## src/rtl/pdma_pkg.sv

```systemverilog
package pdma_pkg;

  typedef enum logic [1:0] {
    CH_IDLE  = 2'd0,
    CH_STALL = 2'd1,
    CH_ON    = 2'd2,
    CH_NEXT  = 2'd3
  } chState_e;

  typedef enum logic [1:0] {
    PH_WAIT = 2'd0,
    PH_READ = 2'd1,
    PH_PUSH = 2'd2
  } phase_e;

  // register offsets
  localparam logic [7:0] OFF_CTRL   = 8'h00;
  localparam logic [7:0] OFF_FLAGS  = 8'h04;
  localparam logic [7:0] OFF_PORT   = 8'h08;
  localparam logic [7:0] OFF_STATUS = 8'h0C;
  localparam logic [7:0] OFF_SLOT0  = 8'h20;
  localparam logic [7:0] SLOT_STEP  = 8'h10;
  localparam logic [7:0] OFF_BASE   = 8'h04;

  // control and flag bit positions
  localparam int BIT_STALL = 0;
  localparam int BIT_NFB   = 1;
  localparam int BIT_ERR   = 3;
  localparam int BIT_EN    = 4;
  localparam int BIT_IRQEN = 6;
  localparam int CTRL_W    = 7;
  localparam logic [CTRL_W-1:0] CTRL_KEEP = 7'b101_1011;

  localparam int STATE_LSB = 4;

  typedef struct packed {
    logic advance;   // one byte delivered from the selected slot
    logic abortSlot; // drop the rest of the selected slot
    logic flush;     // empty both slots
    logic loadData;  // capture the memory byte
    logic setNfb;
    logic setStall;
    logic setErr;
    logic slotSel;
  } ctlStrobe_t;

endpackage

```

## src/rtl/pdma_regs_dp.sv

```systemverilog
module pdma_regs_dp
  import pdma_pkg::*;
#(
  parameter int ADDR_W = 32,
  parameter int CNT_W  = 16,
  parameter int DATA_W = 8,
  parameter int REG_AW = 8,
  parameter int REG_DW = 32,
  parameter int PORT_W = 4
) (
  input  logic              clk,
  input  logic              rstN,
  input  logic [REG_AW-1:0] regAddr,
  input  logic              regWe,
  input  logic [REG_DW-1:0] regWdata,
  output logic [REG_DW-1:0] regRdata,
  input  ctlStrobe_t        strb,
  input  chState_e          chState,
  input  logic [DATA_W-1:0] memRdata,
  output logic [1:0]        slotLive,
  output logic              curCountIsOne,
  output logic [ADDR_W-1:0] curAddr,
  output logic [DATA_W-1:0] dataQ,
  output logic [PORT_W-1:0] portQ,
  output logic [CTRL_W-1:0] ctrlQ,
  output logic              irq
);

  localparam int NUM_SLOTS = 2;

  logic [NUM_SLOTS-1:0][CNT_W-1:0]  cntVec;
  logic [NUM_SLOTS-1:0][ADDR_W-1:0] baseVec;
  logic [NUM_SLOTS-1:0]             cntHit;
  logic stallF, nfbF, errF;

  wire ctrlHit  = regWe && (regAddr == REG_AW'(OFF_CTRL));
  wire flagsHit = regWe && (regAddr == REG_AW'(OFF_FLAGS));
  wire portHit  = regWe && (regAddr == REG_AW'(OFF_PORT));

  for (genvar i = 0; i < NUM_SLOTS; i++) begin : gSlot
    localparam logic [REG_AW-1:0] CNT_OFF  = REG_AW'(OFF_SLOT0 + i * SLOT_STEP);
    localparam logic [REG_AW-1:0] BASE_OFF = REG_AW'(OFF_SLOT0 + i * SLOT_STEP + OFF_BASE);

    logic [CNT_W-1:0]  cntR;
    logic [ADDR_W-1:0] baseR;
    wire sel      = (strb.slotSel == 1'(i));
    wire baseHit  = regWe && (regAddr == BASE_OFF);
    assign cntHit[i] = regWe && (regAddr == CNT_OFF);

    always_ff @(posedge clk) begin
      if (!rstN) begin
        cntR <= '0;
      end else if (strb.flush) begin
        cntR <= '0;
      end else if (cntHit[i]) begin
        cntR <= regWdata[CNT_W-1:0];
      end else if (sel && strb.advance) begin
        cntR <= cntR - CNT_W'(1);
      end else if (sel && strb.abortSlot) begin
        cntR <= '0;
      end
    end

    always_ff @(posedge clk) begin
      if (!rstN) begin
        baseR <= '0;
      end else if (baseHit) begin
        baseR <= regWdata[ADDR_W-1:0];
      end else if (sel && strb.advance) begin
        baseR <= baseR + ADDR_W'(1);
      end
    end

    assign cntVec[i]   = cntR;
    assign baseVec[i]  = baseR;
    assign slotLive[i] = (cntR != '0);
  end

  wire anyCntWrite = |cntHit;

  always_ff @(posedge clk) begin
    if (!rstN) begin
      ctrlQ <= '0;
      portQ <= '0;
      dataQ <= '0;
    end else begin
      if (ctrlHit)       ctrlQ <= regWdata[CTRL_W-1:0] & CTRL_KEEP;
      if (portHit)       portQ <= regWdata[PORT_W-1:0];
      if (strb.loadData) dataQ <= memRdata;
    end
  end

  always_ff @(posedge clk) begin
    if (!rstN) begin
      stallF <= 1'b0;
      nfbF   <= 1'b0;
      errF   <= 1'b0;
    end else begin
      if (strb.setStall)    stallF <= 1'b1;
      else if (anyCntWrite) stallF <= 1'b0;
      if (strb.setNfb)      nfbF <= 1'b1;
      else if (anyCntWrite) nfbF <= 1'b0;
      if (strb.setErr)      errF <= 1'b1;
      else if (flagsHit)    errF <= 1'b0;
    end
  end

  assign curAddr       = baseVec[strb.slotSel];
  assign curCountIsOne = (cntVec[strb.slotSel] == CNT_W'(1));

  assign irq = ctrlQ[BIT_IRQEN] &
               ((stallF & ctrlQ[BIT_STALL]) |
                (nfbF   & ctrlQ[BIT_NFB])   |
                (errF   & ctrlQ[BIT_ERR]));

  always_comb begin
    regRdata = '0;
    if (regAddr == REG_AW'(OFF_CTRL)) begin
      regRdata[CTRL_W-1:0] = ctrlQ;
    end else if (regAddr == REG_AW'(OFF_FLAGS)) begin
      regRdata[BIT_STALL] = stallF;
      regRdata[BIT_NFB]   = nfbF;
      regRdata[BIT_ERR]   = errF;
    end else if (regAddr == REG_AW'(OFF_PORT)) begin
      regRdata[PORT_W-1:0] = portQ;
    end else if (regAddr == REG_AW'(OFF_STATUS)) begin
      regRdata[STATE_LSB+1:STATE_LSB] = chState;
    end else begin
      for (int i = 0; i < NUM_SLOTS; i++) begin
        if (regAddr == REG_AW'(OFF_SLOT0 + i * SLOT_STEP))
          regRdata[CNT_W-1:0] = cntVec[i];
        if (regAddr == REG_AW'(OFF_SLOT0 + i * SLOT_STEP + OFF_BASE))
          regRdata[ADDR_W-1:0] = baseVec[i];
      end
    end
  end

endmodule

```

## src/rtl/pdma_ctrl.sv

```systemverilog
module pdma_ctrl
  import pdma_pkg::*;
(
  input  logic       clk,
  input  logic       rstN,
  input  logic       enable,
  input  logic [1:0] slotLive,
  input  logic       curCountIsOne,
  input  logic       perReq,
  input  logic       memValid,
  input  logic       memErr,
  output ctlStrobe_t strb,
  output chState_e   chState,
  output logic       memReq,
  output logic       perAck
);

  phase_e   phaseQ, phaseD;
  logic     curSlot, curSlotD;
  logic     finish;
  chState_e stateD;

  wire otherLive = slotLive[!curSlot];
  wire curLive   = slotLive[curSlot];

  always_comb begin
    strb         = '0;
    strb.slotSel = curSlot;
    phaseD       = phaseQ;
    curSlotD     = curSlot;
    finish       = 1'b0;
    unique case (phaseQ)
      PH_WAIT: begin
        if (!enable) begin
          strb.flush = 1'b1;
        end else if (!curLive && otherLive) begin
          curSlotD = !curSlot;
        end else if (curLive && perReq) begin
          phaseD = PH_READ;
        end
      end
      PH_READ: begin
        if (memValid) begin
          if (memErr) begin
            strb.abortSlot = 1'b1;
            strb.setErr    = 1'b1;
            finish         = 1'b1;
            phaseD         = PH_WAIT;
          end else begin
            strb.loadData = 1'b1;
            phaseD        = PH_PUSH;
          end
        end
      end
      PH_PUSH: begin
        strb.advance = 1'b1;
        finish       = curCountIsOne;
        phaseD       = PH_WAIT;
      end
      default: phaseD = PH_WAIT;
    endcase
    if (finish) begin
      strb.setNfb   = otherLive;
      strb.setStall = !otherLive;
      curSlotD      = !curSlot;
    end
  end

  always_comb begin
    if (!enable) begin
      stateD = (phaseQ == PH_WAIT) ? CH_IDLE : chState;
    end else begin
      unique case (slotLive)
        2'b00:   stateD = CH_STALL;
        2'b11:   stateD = CH_NEXT;
        default: stateD = CH_ON;
      endcase
    end
  end

  always_ff @(posedge clk) begin
    if (!rstN) begin
      phaseQ  <= PH_WAIT;
      curSlot <= 1'b0;
      chState <= CH_IDLE;
    end else begin
      phaseQ  <= phaseD;
      curSlot <= curSlotD;
      chState <= stateD;
    end
  end

  assign memReq = (phaseQ == PH_READ);
  assign perAck = (phaseQ == PH_PUSH);

endmodule

```

## src/rtl/pdma_channel.sv

```systemverilog
module pdma_channel
  import pdma_pkg::*;
#(
  parameter int ADDR_W = 32,
  parameter int CNT_W  = 16,
  parameter int DATA_W = 8,
  parameter int REG_AW = 8,
  parameter int REG_DW = 32,
  parameter int PORT_W = 4
) (
  input  logic              clk,
  input  logic              rstN,
  input  logic [REG_AW-1:0] regAddr,
  input  logic              regWe,
  input  logic [REG_DW-1:0] regWdata,
  output logic [REG_DW-1:0] regRdata,
  output logic              memReq,
  output logic [ADDR_W-1:0] memAddr,
  input  logic              memValid,
  input  logic [DATA_W-1:0] memRdata,
  input  logic              memErr,
  input  logic              perReq,
  output logic              perAck,
  output logic [DATA_W-1:0] perData,
  output logic [PORT_W-1:0] perPort,
  output logic              irq
);

  ctlStrobe_t        strb;
  chState_e          chState;
  logic [1:0]        slotLive;
  logic              curCountIsOne;
  logic [CTRL_W-1:0] ctrlBits;

  pdma_regs_dp #(
    .ADDR_W(ADDR_W), .CNT_W(CNT_W), .DATA_W(DATA_W),
    .REG_AW(REG_AW), .REG_DW(REG_DW), .PORT_W(PORT_W)
  ) uDp (
    .clk(clk), .rstN(rstN),
    .regAddr(regAddr), .regWe(regWe), .regWdata(regWdata), .regRdata(regRdata),
    .strb(strb), .chState(chState), .memRdata(memRdata),
    .slotLive(slotLive), .curCountIsOne(curCountIsOne),
    .curAddr(memAddr), .dataQ(perData), .portQ(perPort),
    .ctrlQ(ctrlBits), .irq(irq)
  );

  pdma_ctrl uCtrl (
    .clk(clk), .rstN(rstN),
    .enable(ctrlBits[BIT_EN]), .slotLive(slotLive), .curCountIsOne(curCountIsOne),
    .perReq(perReq), .memValid(memValid), .memErr(memErr),
    .strb(strb), .chState(chState), .memReq(memReq), .perAck(perAck)
  );

endmodule

```

## config.mk

```make
export PLATFORM = sky130hd
export DESIGN_NAME = pdma_channel
export DESIGN_NICKNAME = d
export VERILOG_FILES = /design/src/rtl/pdma_pkg.sv /design/src/rtl/pdma_regs_dp.sv /design/src/rtl/pdma_ctrl.sv /design/src/rtl/pdma_channel.sv
export SDC_FILE = /design/constraint.sdc
export NUM_CORES = 1
export LEC_CHECK = 0
export BUFFER_PORTS_ARGS = -buffer_cell sky130_fd_sc_hd__clkbuf_2
export CAP_MARGIN = 40
export CORE_ASPECT_RATIO = 2
export CORE_MARGIN = 2
export CORE_UTILIZATION = 24
export CTS_CLUSTER_DIAMETER = 50
export DETAILED_ROUTE_END_ITERATION = 16
export HOLD_SLACK_MARGIN = 0.03
export MAX_ROUTING_LAYER = met4
export PLACE_DENSITY = 0.42
export SLEW_MARGIN = 25
export SYNTH_ARGS = -nofsm -noshare
export SYNTH_HDL_FRONTEND = slang
export SYNTH_SLANG_ARGS = --single-unit
```

## constraint.sdc

```tcl
create_clock -name clk -period 3.32 [get_ports clk]
set_input_delay 0.664 -clock clk [delete_from_list [all_inputs] [get_ports clk]]
set_output_delay 0.664 -clock clk [all_outputs]
set_load 0.01 [all_outputs]
```

==> results.txt <==
----------------------------------------------------
[Timing]
  Unrepaired setup endpoints after global routing ... no
  Transition time at the pin with the least slew margin ... 0.8229 ns
  Worst Slack Setup Final ... 0.2959 ns
  Final Cycle Share ... 91.09%
  Final worst path period need ... 3.024 ns
  Final setup violating endpoints ... 0
  Setup clock skew after layout ... 0.009223 ns
  Final hold violation count ... 0
  Total negative slack ... 0 ns
  Fmax ... 330.7 MHz
  Final count of pins violating max slew ... 0
  Max-Slew Margin vs Limit ... 45.13%

[Pwr]
  Total power density per cell area ... 384.8 mW/mm^2
  Net switching power ... 0.8469 mW
  Clock share of power ... 54.9%
  Register share of total power ... 40.8%
  Logic gate share of total power ... 4.3%
  Internal portion of total power ... 2.746 mW
  P_leak ... 3.513 nW
  Maximum VDD drop ... 0.3341 mV
  Switching part of the total ... 23.57%

[Setup path]
  Kind of end point of the critical path ... output pin
  Critical path start-end classification ... input port to output pin
  Worst EP required ... 2.66 ns
  WP data arrival ... 2.36 ns
  Worst setup SP type ... input port
  CP Max Fanout ... 28

[Place]
  Worst slack at placement ... 0.3084 ns
  Hpwl dp ... 24190 um
  Placer Congestion ... 0.9229
  Port-buffer cells ... 132

[Logic synthesis]
  Seq/Total Area, Yosys ... 32.20%
  Yosys warning total ... 0
  Combined area of all synthesized cells ... 0.007523 sq mm
  Synth Area per Inst ... 7.903 sq um
  Gate Count Post-Synth ... 952
  Number of nets produced by synthesis ... 1014
  Unique cell type count in the Yosys netlist ... 65
  Total of flip-flops plus latches after synthesis ... 121
  Number of enable flip-flop cells after synthesis ... 0
  Proportion of synthesized flip-flops having asynchronous set or reset ... 0%
  Commonest register cell after synthesis ... sky130_fd_sc_hd__dfxtp_1

[Global routing]
  Global Route Usage Sum ... 19.85%
  Wire length of the first global-routing pass ... 47450 um
  Maximum number of pins on one net before global-route repair ... 42
  Vias in the first global route ... 7547
  Initial antenna violation count ... 0
  Total congestion overflow ... 0

[CTS]
  Hold buffers post-CTS ... 0
  Number of CTS-inserted buffers ... 17
  TritonCTS clock tree ... yes
  Post CTS Setup Buffer Count ... 0
  Post-cts gate resize count ... 0
  Number of clock sinks ... 121
  Library cell used as clock root buffer ... sky130_fd_sc_hd__clkbuf_16
  Htree depth ... 4
  Later-pin clock latency in the skew report ... 0.44 ns
  Clock-pin slew of the registers on the worst-case setup and hold paths ... 0.06 ns
  Maximum root-to-sink buffer count ... 2

[Run status]
  Result of the run ... finished clean

[Drt]
  Antenna violation net count after detailed routing ... 0
  Count of vias placed by the detailed router ... 7811
  Drt drc ... 0
  Detailed-route vias per instance ... 5.221
  First-pass iteration count of the detailed router ... 7
  Wire length per cell after detailed routing ... 21.01 um
  Initial DRC count ... 528
  Post-detailed-routing wire length ... 31440 um

[Floorplan]
  Width of the chip ... 129.2 um
  Count of boundary I/O pins ... 133
  Core region area ... 0.03086 sq mm
  Chip height ... 254.4 um
  Die area ... 0.03287 sq mm
  Placement Rows ... 91
  Initial cell density of the core ... 24.38%

[Cells and area]
  Fraction of final layout cells sized beyond drive strength 1 ... 23.28%
  Nets@finish ... 1127
  Relative area change from synthesis to final layout ... 24.10%
  Most frequent cells in the layout ... 132 x sky130_fd_sc_hd__clkbuf_2, 120 x sky130_fd_sc_hd__dfxtp_1, 93 x sky130_fd_sc_hd__nor2_1
  Most common cell after layout, fill and taps aside ... sky130_fd_sc_hd__clkbuf_2
  Antenna cell count ... 0

[Run]
  Maximum Capacitance Violations ... 0

[Hold path]
  Path category of the worst min-delay check ... input port to flip-flop

----------------------------------------------------
## flip-flops by register name, indices dropped and copies added (netlist names)
register         cells
uDp.gSlot.cntR      32
uDp.dataQ            8
uCtrl.curSlot        1
uDp.nfbF             1
uDp.portQ            4
uCtrl.chState        2
uDp.gSlot.baseR     64
uCtrl.phaseQ         2
uDp.ctrlQ            5
uDp.errF             1
uDp.stallF           1
## final timing paths
kind                                                   start                                   to  slack, ns  cells past startpoint
worst max-delay path                              regAddr[2]                         regRdata[13]       0.30                      7
worst min-delay path                             memRdata[7]            uDp.dataQ[7]$_SDFFE_PN0P_       0.44                      3
worst max register to register  uCtrl.phaseQ[0]$_SDFFE_PN0P_  uDp.gSlot[0].baseR[20]$_SDFFE_PN0P_       0.74                      8
worst min register to register     uDp.dataQ[4]$_SDFFE_PN0P_            uDp.dataQ[4]$_SDFFE_PN0P_       0.46                      2
## stage by stage
stage | utilization (%) | cells | hold WS, ns | instance area (sq um) | power [mW]
after floorplan | - | 952 | 0.4441 | 7523 | 1.558
after global routing | 30.26 | 1496 | 0.4391 | 9336 | 3.710
final | 30.26 | 1496 | 0.4391 | 9336 | 3.593
after detailed placement | 28.26 | 1464 | 0.4497 | 8721 | 1.656
after CTS | 30.26 | 1496 | 0.4220 | 9336 | 3.644
after global placement | 28.26 | 1464 | 0.4441 | 8721 | 1.656
## power by group through the flow
stage | Clock, mW | Combinational [mW] | Sequential [mW]
6_report | 1.97 | 0.153 | 1.47
5_1_grt | 2.07 | 0.169 | 1.47
4_1_cts | 2.02 | 0.157 | 1.47
3_5_place_dp | 0 | 0.156 | 1.50
3_3_place_gp | 0 | 0.156 | 1.50
2_1_floorplan | 0 | 0.0620 | 1.50
## area by class of cell
| cell class | count | area, sq um |
|---|---|---|
| multi-input cells | 742 | 4757 |
| well taps | 418 | 523.0 |
| repair buffers | 166 | 953.4 |
| clock buffers | 21 | 470.5 |
| flip-flops and latches | 121 | 2424 |
| fillers | 3444 | 21520 |
| clock inverters | 11 | 145.1 |
| inverters | 17 | 63.81 |
## critical path, cell delays in order
cell                       delay [ns]
sky130_fd_sc_hd__clkbuf_2        0.19
sky130_fd_sc_hd__nor4b_1         0.55
sky130_fd_sc_hd__and2_1          0.29
sky130_fd_sc_hd__buf_12          0.21
sky130_fd_sc_hd__a22o_1          0.18
sky130_fd_sc_hd__a221o_1         0.13
sky130_fd_sc_hd__clkbuf_2        0.13
## cell usage after synthesis, types with 8 or more instances
master / instances / area [sq um]
sky130_fd_sc_hd__xnor2_1: 19 / 166.4
sky130_fd_sc_hd__a21oi_1: 76 / 380.4
sky130_fd_sc_hd__nand4_1: 30 / 187.7
sky130_fd_sc_hd__nor4_1: 15 / 93.84
sky130_fd_sc_hd__mux2i_1: 8 / 80.08
sky130_fd_sc_hd__and3_1: 16 / 100.1
sky130_fd_sc_hd__nor3_1: 28 / 140.1
sky130_fd_sc_hd__a22oi_1: 10 / 75.07
sky130_fd_sc_hd__buf_2: 13 / 65.06
sky130_fd_sc_hd__ha_1: 8 / 100.1
sky130_fd_sc_hd__nor2b_1: 10 / 62.56
sky130_fd_sc_hd__a22o_1: 25 / 219.0
sky130_fd_sc_hd__a211oi_1: 28 / 210.2
sky130_fd_sc_hd__inv_1: 17 / 63.81
sky130_fd_sc_hd__a221oi_1: 8 / 70.07
sky130_fd_sc_hd__mux2_2: 30 / 337.8
sky130_fd_sc_hd__nand2_1: 76 / 285.3
sky130_fd_sc_hd__nand3_1: 35 / 175.2
sky130_fd_sc_hd__xor2_1: 51 / 446.7
sky130_fd_sc_hd__dfxtp_1: 121 / 2422
sky130_fd_sc_hd__o21ai_0: 70 / 350.3
sky130_fd_sc_hd__clkbuf_1: 49 / 183.9
sky130_fd_sc_hd__a221o_1: 12 / 120.1
sky130_fd_sc_hd__nor2_1: 94 / 352.8
## kinds of logic after synthesis
group | count (synthesis) | synth area share, %
multiplexers | 38 | 5.555
flip-flops | 121 | 32.20
XOR/XNOR | 70 | 8.149
adder cells (fa/ha/maj) | 8 | 1.331
AO/OA/AOI/OAI | 270 | 23.37
AND/OR/NAND/NOR | 356 | 24.61
buffers and inverters | 89 | 4.790
## per-layer routing
| metal | track usage, % | wire length (um) | part of all wire (%) | up-vias |
|---|---|---|---|---|
| met1 | 20.86 | 12040 | 38 | 3752 |
| li1 | - | - | - | 3750 |
| met4 | 9.193 | 1265 | 4.0 | 0 |
| met5 | - | 0 | 0 | - |
| met2 | 36.30 | 16950 | 54 | 251 |
| met3 | 2.454 | 1179 | 3.8 | 58 |
Power figures use the tool's default switching activity.
